==> src/rtl/dta_pkg.sv <==
package dta_pkg;
   typedef enum logic {
      TIER_LOWER = 1'b0,
      TIER_UPPER = 1'b1
   } tier_e;

   localparam int unsigned NUM_TIERS = 2;
endpackage

==> src/rtl/dta_req_route.sv <==
module dta_req_route #(
   parameter int unsigned NUM_CH    = 8,
   parameter int unsigned NUM_LINES = 16,
   localparam int unsigned LINE_W   = (NUM_LINES > 1) ? $clog2(NUM_LINES) : 1,
   localparam int unsigned PAD_N    = 1 << LINE_W
) (
   input  logic [NUM_LINES-1:0]       hw_line,
   input  logic [NUM_CH*LINE_W-1:0]   route_line,
   input  logic [NUM_CH-1:0]          route_en,
   input  logic [NUM_CH-1:0]          sw_req,
   output logic [NUM_CH-1:0]          pending
);
   logic [PAD_N-1:0] line_pad;

   generate
      if (PAD_N > NUM_LINES) begin : g_pad
         assign line_pad = {{(PAD_N-NUM_LINES){1'b0}}, hw_line};
      end else begin : g_nopad
         assign line_pad = hw_line;
      end
   endgenerate

   generate
      for (genvar c = 0; c < NUM_CH; c++) begin : g_ch
         logic [LINE_W-1:0] sel;
         assign sel        = route_line[c*LINE_W +: LINE_W];
         assign pending[c] = sw_req[c] | (route_en[c] & line_pad[sel]);
      end
   endgenerate

   always_comb begin
      if (sw_req == '0 && route_en == '0)
         assert_no_source_R7: assert (pending == '0);
   end
endmodule

==> src/rtl/dta_tier_pick.sv <==
module dta_tier_pick #(
   parameter int unsigned NUM_CH       = 8,
   parameter bit          ALLOW_ROTATE = 1'b1,
   localparam int unsigned CH_W        = (NUM_CH > 1) ? $clog2(NUM_CH) : 1
) (
   input  logic              clk,
   input  logic              rst_n,
   input  logic [NUM_CH-1:0] cand,
   input  logic              rotate,
   input  logic              adv,
   input  logic [CH_W-1:0]   adv_chan,
   output logic              hit,
   output logic [CH_W-1:0]   pick
);
   function automatic logic [CH_W-1:0] lowest_set(input logic [NUM_CH-1:0] v);
      logic [CH_W-1:0] r;
      r = '0;
      for (int i = NUM_CH - 1; i >= 0; i--)
         if (v[i]) r = CH_W'(i);
      return r;
   endfunction

   logic [CH_W-1:0]   ptr_q;
   logic [CH_W-1:0]   eff_ptr;
   logic [NUM_CH-1:0] upper_mask;
   logic [NUM_CH-1:0] cand_up;

   assign hit = |cand;

   generate
      if (ALLOW_ROTATE) begin : g_rot
         logic [CH_W-1:0] step_ptr;
         assign step_ptr = (adv_chan == CH_W'(NUM_CH - 1)) ? '0 : adv_chan + 1'b1;
         assign eff_ptr  = adv ? step_ptr : ptr_q;

         always_ff @(posedge clk) begin
            if (!rst_n)   ptr_q <= '0;
            else if (adv) ptr_q <= step_ptr;
         end

         for (genvar i = 0; i < NUM_CH; i++) begin : g_mask
            assign upper_mask[i] = (CH_W'(i) >= eff_ptr);
         end
         assign cand_up = cand & upper_mask;

         always_comb begin
            if (rotate && (cand_up != '0)) pick = lowest_set(cand_up);
            else                           pick = lowest_set(cand);
         end

         assert_ptr_hold_R6: assert property (@(posedge clk) disable iff (!rst_n)
            !adv |=> $stable(ptr_q));
      end else begin : g_fixed
         assign ptr_q      = '0;
         assign eff_ptr    = '0;
         assign upper_mask = '1;
         assign cand_up    = cand;
         assign pick       = lowest_set(cand);
      end
   endgenerate

   assert_fixed_lowest_R4: assert property (@(posedge clk) disable iff (!rst_n)
      (hit && !rotate) |-> ((cand & ((NUM_CH'(1) << pick) - 1'b1)) == '0));
   assert_pick_in_set_R2: assert property (@(posedge clk) disable iff (!rst_n)
      hit |-> cand[pick]);
endmodule

==> src/rtl/dma_tier_arbiter.sv <==
module dma_tier_arbiter
   import dta_pkg::*;
#(
   parameter int unsigned NUM_CH       = 8,
   parameter int unsigned NUM_LINES    = 16,
   parameter bit          ALLOW_ROTATE = 1'b1,
   localparam int unsigned CH_W        = (NUM_CH > 1) ? $clog2(NUM_CH) : 1,
   localparam int unsigned LINE_W      = (NUM_LINES > 1) ? $clog2(NUM_LINES) : 1
) (
   input  logic                      clk,
   input  logic                      rst_n,
   input  logic [NUM_LINES-1:0]      hw_line,
   input  logic [NUM_CH*LINE_W-1:0]  route_line,
   input  logic [NUM_CH-1:0]         route_en,
   input  logic [NUM_CH-1:0]         sw_req,
   input  logic [NUM_CH-1:0]         tier_upper,
   input  logic [1:0]                tier_rotate,
   input  logic                      take_grant,
   output logic                      gnt_valid,
   output logic [CH_W-1:0]           gnt_chan,
   output logic [NUM_CH-1:0]         gnt_onehot
);
   generate
      if (NUM_CH < 2)    begin : g_bad_ch   $error("NUM_CH must be at least 2");    end
      if (NUM_LINES < 1) begin : g_bad_line $error("NUM_LINES must be at least 1"); end
   endgenerate

   logic [NUM_CH-1:0] pending;
   logic [NUM_CH-1:0] cand   [NUM_TIERS];
   logic              hit    [NUM_TIERS];
   logic [CH_W-1:0]   pick   [NUM_TIERS];
   logic              adv    [NUM_TIERS];

   logic              held_q;
   logic [CH_W-1:0]   chan_q;
   tier_e             tier_q;
   logic              decide;
   logic              taken;

   dta_req_route #(.NUM_CH(NUM_CH), .NUM_LINES(NUM_LINES)) u_route (
      .hw_line    (hw_line),
      .route_line (route_line),
      .route_en   (route_en),
      .sw_req     (sw_req),
      .pending    (pending)
   );

   assign decide = !held_q || take_grant;
   assign taken  = held_q && take_grant;

   generate
      for (genvar t = 0; t < NUM_TIERS; t++) begin : g_tier
         assign cand[t] = (t == int'(TIER_UPPER)) ? (pending & tier_upper)
                                                  : (pending & ~tier_upper);
         assign adv[t]  = taken && (tier_q == tier_e'(t));

         dta_tier_pick #(.NUM_CH(NUM_CH), .ALLOW_ROTATE(ALLOW_ROTATE)) u_pick (
            .clk      (clk),
            .rst_n    (rst_n),
            .cand     (cand[t]),
            .rotate   (tier_rotate[t]),
            .adv      (adv[t]),
            .adv_chan (chan_q),
            .hit      (hit[t]),
            .pick     (pick[t])
         );
      end
   endgenerate

   always_ff @(posedge clk) begin
      if (!rst_n) begin
         held_q <= 1'b0;
         chan_q <= '0;
         tier_q <= TIER_LOWER;
      end else if (decide) begin
         held_q <= hit[TIER_UPPER] | hit[TIER_LOWER];
         if (hit[TIER_UPPER]) begin
            chan_q <= pick[TIER_UPPER];
            tier_q <= TIER_UPPER;
         end else begin
            chan_q <= pick[TIER_LOWER];
            tier_q <= TIER_LOWER;
         end
      end
   end

   generate
      for (genvar c = 0; c < NUM_CH; c++) begin : g_dec
         assign gnt_onehot[c] = held_q && (chan_q == CH_W'(c));
      end
   endgenerate

   assign gnt_valid = held_q;
   assign gnt_chan  = chan_q;

   assert_hold_R8: assert property (@(posedge clk) disable iff (!rst_n)
      (held_q && !take_grant) |=> (held_q && $stable(chan_q)));
   assert_idle_R2: assert property (@(posedge clk) disable iff (!rst_n)
      (decide && pending == '0) |=> !held_q);
   assert_upper_wins_R3: assert property (@(posedge clk) disable iff (!rst_n)
      (decide && (pending & tier_upper) != '0) |=> (tier_q == TIER_UPPER));
   assert_onehot_R2: assert property (@(posedge clk) disable iff (!rst_n)
      $onehot0(gnt_onehot) && (gnt_valid == (gnt_onehot != '0)));
endmodule

==> config.mk <==
export PLATFORM = sky130hd
export DESIGN_NAME = dma_tier_arbiter
export DESIGN_NICKNAME = d
export VERILOG_FILES = /design/src/rtl/dta_pkg.sv /design/src/rtl/dta_req_route.sv /design/src/rtl/dta_tier_pick.sv /design/src/rtl/dma_tier_arbiter.sv
export SDC_FILE = /design/constraint.sdc
export NUM_CORES = 1
export LEC_CHECK = 0
export BUFFER_PORTS_ARGS = -buffer_cell sky130_fd_sc_hd__buf_2
export CAP_MARGIN = 20
export CORE_ASPECT_RATIO = 1.5
export CORE_MARGIN = 2
export CORE_UTILIZATION = 36
export CTS_CLUSTER_DIAMETER = 40
export DETAILED_ROUTE_END_ITERATION = 16
export PLACE_DENSITY = 0.68
export SKIP_LAST_GASP = 1
export SLEW_MARGIN = 20
export SYNTH_ARGS = -nofsm -noshare
export SYNTH_HDL_FRONTEND = slang
export SYNTH_HIERARCHICAL = 1
export SYNTH_SLANG_ARGS = --single-unit
==> constraint.sdc <==
create_clock -name clk -period 3 [get_ports clk]
set_input_delay 0.3 -clock clk [delete_from_list [all_inputs] [get_ports clk]]
set_output_delay 0.3 -clock clk [all_outputs]
set_load 0.1 [all_outputs]
==> results.md, run 1 <==
* Drt wl/cell at 17.6 um
* Via count at 2791
* Syn_nets at 338
* Max Root-Sink Buffers at 2
* Final Util at 49.4%
* CP peak stage delay at 0.54 ns
* Multi-input gate area at 2280 um^2
* Clock power share at 17.0%
* Syn Inst Count at 257
* GP Congestion at 0.936
* Flop2flop setup slack at 0.36 ns
* Combinational group share of total power at 64.6%
* Mapped Area at 2550 um^2
* CP Data Required Time at 3.17 ns
* Most frequent CP cell: mux2i_1
* Post CTS Setup Buffer Count at 0
* Worst Path Max Fanout at 5
* Post-DR vias/cell at 6.08
* Core area at 6850 um^2
* Worst Path Arrival at 3.02 ns
* Most common cell after layout, fill and taps aside: buf_2
* Worst-margin pin slew at 0.564 ns
* RSZ-0062 raised after global routing: true
* Synth unique cells at 50
* Hold Path Class: in2reg
* Total CTS buffers at 3
* Critical-path cell list: buf_2, mux4_1, mux2_2, a311o_1, and2_1, a2111oi_4, o31ai_2, o31ai_4, mux2i_1, mux2i_1, a21oi_1
* Clk root buf: clkbuf_8
* CP max-delay cell: mux4_1
* Detail Placement HPWL at 6.88 mm
* Storage cell area at 220 um^2
* Flops & latches, synth at 11
* Clock Skew at 0.00570 ns
* Initial DRC count at 125
* CTS sink cnt at 11
* TritonCTS clock tree: done
* Initial Utilization at 37.2%
* Grt total ovfl at 0
* Die Height at 107 um
* Shortest period the worst path allows at 2.85 ns
* Critical path's top delay family: compound AO/OA/AOI/OAI gates
* CP bufs+invs at 1
* Status: finished, final reports clean
* Commonest cells after routing, fill and taps aside: buf_2, buf_4, nor2_1
* Share of layout cells above drive strength 1 at 43.6%
* Pwr/cell area at 276 nW/um^2
* Psw at 409 uW
* Final number of setup-violating endpoints at 0
* DR DRC count at 0
* Post-layout net count at 463
* Final period util at 95.0%
* 1st-pass router iterations at 4
* Vias in the first global route at 2826
* Die area at 7790 um^2
* Hold slack at 0.386 ns
* Peak VDD IR at 0.127 mV
* Sw frac at 43.8%
* Clk pin slew, worst setup/hold paths at 0.05 ns
* Final hold violation count at 0
* Port bufs at 88
* Max-Slew Margin vs Limit at 62.3%
* Overall power at 933 uW
* H-tree depth at 1
* Peak Freq at 351 MHz
* Largest net degree at the start of global routing at 12
* Max-cap violations at 0
* P&R area growth vs syn at 32.6%
* Final wirelength at 8.07 mm
* Seq/Total Area, Yosys at 8.64%
* Die X at 72.7 um
* Internal at 525 uW
* Layout fillers at 652
* WS Path Type: in2reg
* Post-DRT Antenna Nets at 0
* LEAKAGE at 1.51 nW
* Mean area per synthesized cell at 9.92 um^2
* Initial antenna violation count at 0
* Sequential power share at 18.4%
* Yosys warning total at 6
* Startpoint class of the critical path: input port
* FP Rows at 37
* First-pass GRT wire length at 13.2 mm
* Ports at 89
* Fin. max-slew vios at 0
* # diodes at 0
* CP endpoint kind: register
* All-layer global routing usage at 21.2%
* Worst skew pair latency at 0.25 ns
* Top FF cell, synth: dfxtp_1
* Async set-reset flop share out of synthesis at 0%
* Post-synth EDFFs at 0
registers in the layout (all words and copies together), names as in the netlist:
signal,count
gnt_chan,3
g_tier.u_pick/ptr_q,6
tier_q,1
gnt_valid,1
per-layer routing:
metal | GRT usage (%) | vias up | share of wire [%] | routed length (um)
met5 | 0 | - | 0 | 0
met4 | 7.80 | 0 | 2.9 | 234
li1 | - | 1323 | - | -
met1 | 22.7 | 1322 | 37 | 2970
met2 | 40.5 | 127 | 54 | 4320
met3 | 3.01 | 19 | 6.7 | 539
final cells by class:
cell class / instances / share of cell area (%)
tap: 78 / 2.89
timing repair buffer: 126 / 21.5
inverter: 4 / 0.444
clock buffer: 4 / 1.33
multi-input combinational: 236 / 67.4
sequential: 11 / 6.51
synth_stat cells, types with 2 or more instances:
cell type	count	share of area [%]
nor2_1	22	3.2
mux2i_1	17	6.7
mux4_1	16	16
mux4_2	16	14
nor2b_1	15	3.7
nand2b_1	13	3.2
nand2_1	12	1.8
dfxtp_1	11	8.6
and2_1	10	2.5
o21ai_0	10	2.0
a21oi_1	8	1.6
nor3_1	8	1.6
nor3b_1	8	2.4
mux2_2	7	3.1
a311o_1	6	2.4
a31oi_1	5	1.2
nand3_1	5	0.98
a22oi_1	4	1.2
and3_1	4	0.98
buf_6	4	1.8
ha_1	4	2.0
inv_1	4	0.59
o21bai_1	4	1.2
nand3b_1	3	0.88
o32ai_1	3	1.0
a2111oi_4	2	2.2
a211o_1	2	0.69
a211oi_1	2	0.59
a32oi_1	2	0.69
a41oi_1	2	0.69
nor4_1	2	0.49
o2111a_1	2	0.88
o21a_1	2	0.59
o22ai_1	2	0.49
o31ai_1	2	0.59
o31ai_2	2	0.98
o31ai_4	2	1.7
or3b_1	2	0.69
cell families (layout without fill, tap and decap cells):
kind of cell               count (synthesis)  after routing  share of synthesized area (%)
AOI/OAI and AO/OA                         67             67                           22.1
adders and majority gates                  4              4                           1.96
buffers and inverters                     10            134                           2.85
DFF                                       11             11                           8.64
muxes                                     56             56                           40.4
and+or+nand+nor                          109            109                           24.0
worst paths after layout:
| kind | start | end | cells past startpoint |
|---|---|---|---|
| hold reg to reg | tier_q | tier_q | 2 |
| setup / recovery | route_line[25] | gnt_chan[0] | 11 |
| hold / removal | rst_n | gnt_chan[1] | 3 |
| setup reg to reg | gnt_chan[1] | gnt_chan[0] | 9 |
repair_timing:
action | in CTS | in global routing
gates resized for setup | 0 | 3
endpoints found under the hold margin | 0 | 0
hold buffers | 0 | 0
endpoints found under the setup margin | 0 | 3
worst reg2reg max path: cells and delay by family (launching register included):
| kind | cells | cell delay, ns |
|---|---|---|
| AOI/OAI and AO/OA | 4 | 0.90 |
| and+or+nand+nor | 1 | 0.54 |
| adders and majority gates | 2 | 0.41 |
| DFF | 1 | 0.41 |
| muxes | 2 | 0.30 |
through the flow:
step                      TNS (ns)  cell area [um^2]  std cells  setup WS (ns)
final                            0              3380        459          0.151
after global routing             0              3380        459        0.00202
after CTS                        0              3370        459         0.0748
after detailed placement    -0.222              3330        455         -0.172
after global placement     -0.0899              3330        455        -0.0899
after floorplan            -0.0262              2560        257        -0.0262
power groups by stage:
stage                     logic [mW]  registers (mW)  clock network (mW)
final                          0.603           0.172               0.159
after global routing           0.651           0.174               0.165
after CTS                      0.596           0.172               0.158
after detailed placement       0.594           0.175                   0
after global placement         0.583           0.174                   0
after floorplan                0.348           0.212                   0
Power figures use the tool's default switching activity.
==> run 2: changes to the inputs <==
- CORE_ASPECT_RATIO: 1.5 -> unset
==> results.md, run 2 (same netlist as run 1, synthesis figures left out) <==
* Combinational group share of total power at 65.6% (was 64.6%)
* CP peak stage delay at 0.53 ns (was 0.54 ns)
* Grt total ovfl at 0 (unchanged)
* Commonest cells after routing, fill and taps aside: buf_2, buf_4, nor2_1 (unchanged)
* Via count at 2786 (was 2791)
* Final WS setup at 0.0657 ns (was 0.151 ns)
* Core area at 6830 um^2 (was 6850 um^2)
* Drt wl/cell at 17.1 um (was 17.6 um)
* WS Path Type: in2reg (unchanged)
* Final hold violation count at 0 (unchanged)
* Initial Utilization at 37.3% (was 37.2%)
* Hold Path Class: in2reg (unchanged)
* Die Height at 88.2 um (was 107 um)
* Place WS at -0.214 ns (was -0.172 ns)
* CP endpoint kind: register (unchanged)
* RSZ-0062 raised after global routing: false (was true)
* Status: finished, final reports clean (unchanged)
* Critical path's top delay family: multiplexers (was compound AO/OA/AOI/OAI gates)
* Worst skew pair latency at 0.23 ns (was 0.25 ns)
* Peak VDD IR at 0.112 mV (was 0.127 mV)
* Ports at 89 (unchanged)
* Sequential power share at 18.8% (was 18.4%)
* Post-DR vias/cell at 5.90 (was 6.08)
* Port bufs at 88 (unchanged)
* Max-Slew Margin vs Limit at 67.9% (was 62.3%)
* Initial antenna violation count at 0 (unchanged)
* CP max-delay cell: mux4_1 (unchanged)
* Clock Skew at 0.00107 ns (was 0.00570 ns)
* Largest net degree at the start of global routing at 12 (unchanged)
* Hold Crit Endpoint: gnt_chan[2] (was gnt_chan[1])
* GP Congestion at 1.00 (was 0.936)
* Most common cell after layout, fill and taps aside: buf_2 (unchanged)
* H-tree depth at 1 (unchanged)
* Total CTS buffers at 3 (unchanged)
* First-pass GRT wire length at 12.7 mm (was 13.2 mm)
* Pwr/cell area at 273 nW/um^2 (was 276 nW/um^2)
* Vias in the first global route at 2729 (was 2826)
* Peak Freq at 341 MHz (was 351 MHz)
* Most frequent CP cell: mux2i_1 (unchanged)
* TritonCTS clock tree: done (unchanged)
* Cells on worst reg2reg path at 9 (unchanged)
* 1st-pass router iterations at 4 (unchanged)
* Biggest register: g_tier.u_pick/ptr_q (unchanged)
* Startpoint class of the critical path: input port (unchanged)
* Worst Path Max Fanout at 4 (was 5)
* CP bufs+invs at 1 (unchanged)
* Critical-path cell list: buf_2, mux4_1, mux2_2, a311o_1, nor2b_2, and2b_4, o2bb2ai_1, or2b_4, o31ai_4, mux2i_1, mux2i_1, a21oi_1 (was buf_2, mux4_1, mux2_2, a311o_1, and2_1, a2111oi_4, o31ai_2, o31ai_4, mux2i_1, mux2i_1, a21oi_1)
* Shortest period the worst path allows at 2.93 ns (was 2.85 ns)
* CP Data Required Time at 3.16 ns (was 3.17 ns)
* Initial DRC count at 147 (was 125)
* Worst-margin pin slew at 0.478 ns (was 0.564 ns)
* Reg2Reg Capture Point: gnt_chan[0] (unchanged)
* Overall power at 915 uW (was 933 uW)
* Die area at 7770 um^2 (was 7790 um^2)
* Final number of setup-violating endpoints at 0 (unchanged)
* Share of layout cells above drive strength 1 at 43.4% (was 43.6%)
* Clk root buf: clkbuf_8 (unchanged)
* Worst hold start: rst_n (unchanged)
* Max reg flops at 6 (unchanged)
* Psw at 398 uW (was 409 uW)
* # diodes at 0 (unchanged)
* Clk pin slew, worst setup/hold paths at 0.05 ns (about the same)
* Flop2flop setup slack at 0.36 ns (about the same)
* Sw frac at 43.5% (was 43.8%)
* Fin. max-slew vios at 0 (unchanged)
* Post-layout net count at 458 (was 463)
* FF-to-FF Start: gnt_chan[1] (unchanged)
* P&R area growth vs syn at 31.6% (was 32.6%)
* DR DRC count at 0 (unchanged)
* Final period util at 97.8% (was 95.0%)
* Worst Path Arrival at 3.10 ns (was 3.02 ns)
* Final wirelength at 8.07 mm (about the same)
* Post-DRT Antenna Nets at 0 (unchanged)
* Hold depth at 3 (unchanged)
* Max Root-Sink Buffers at 2 (unchanged)
* LEAKAGE at 1.47 nW (was 1.51 nW)
* Clock power share at 15.7% (was 17.0%)
* Max-cap violations at 0 (unchanged)
* Die X at 88.2 um (was 72.7 um)
* Internal at 517 uW (was 525 uW)
* CTS sink cnt at 11 (unchanged)
* Detail Placement HPWL at 6.69 mm (was 6.88 mm)
* All-layer global routing usage at 20.7% (was 21.2%)
* FP Rows at 30 (was 37)
==> run 2: cell types whose count changed in the layout (fill, tap and decap cells not counted) <==
cell	previous run	this run
nor2b_1	14	13
buf_4	38	33
nor2b_2	1	2
nor4_1	1	2
mux4_1	16	14
mux4_2	16	18
nor4_2	1	0
==> run 2: layout make-up <==
cell class / count / area (um^2)
Timing Repair Buffer: 121 / 688
Multi-Input combinational cell: 236 / 2270
Sequential cell: 11 / 220
Clock buffer: 4 / 45.0
Inverter: 4 / 15.0
Tap cell: 96 / 120
Fill cell: 685 / 3480
==> run 2: metrics by stage <==
step / hold slack [ns] / cells / utilization (%) / setup TNS (ns) / cell area, um^2
floorplan: 0.422 / 257 / - / -0.0262 / 2560
global placement: 0.523 / 468 / 48.5 / -0.116 / 3310
detailed placement: 0.532 / 468 / 48.5 / -0.267 / 3310
CTS: 0.392 / 472 / 49.1 / 0 / 3360
global route: 0.405 / 472 / 49.1 / 0 / 3360
finish: 0.394 / 472 / 49.1 / 0 / 3360
==> run 2: power groups by stage <==
stage	combinational (mW)	clock (mW)	sequential, mW
floorplan	0.348	0	0.212
global placement	0.577	0	0.173
detailed placement	0.586	0	0.174
CTS	0.589	0.146	0.171
global route	0.642	0.155	0.173
finish	0.600	0.144	0.172
==> run 2: layer usage <==
layer / global-route usage, % / up-vias / share of wire (%)
li1: - / 1311 / -
met1: 27.3 / 1346 / 44
met2: 36.0 / 113 / 49
met3: 2.07 / 16 / 5.1
met4: 5.51 / 0 / 1.9
met5: 0 / - / 0
==> run 2: tightest hold or removal path, stage by stage <==
cell,delay (ns)
buf_2,0.15
o21ai_0,0.08
a21oi_1,0.04
==> run 2: worst max-delay path by stage <==
stage | startpoint | endpoint | slack (ns) | depth (start not counted)
floorplan | gnt_chan[0] | gnt_chan[1] | -0.03 | 9
global placement | route_line[9] | gnt_chan[0] | -0.12 | 12
detailed placement | route_line[9] | gnt_chan[0] | -0.21 | 12
CTS | route_line[9] | gnt_chan[0] | 0.01 | 12
global route | hw_line[15] | gnt_chan[2] | 0.002 | 12
finish | route_line[9] | gnt_chan[0] | 0.07 | 12
==> run 2: what timing repair did <==
action                     4_1_cts  5_1_grt
hold buffers                     0        0
resized for setup                0        5
setup endpoints to repair        0        2
buffers inserted                 0        0
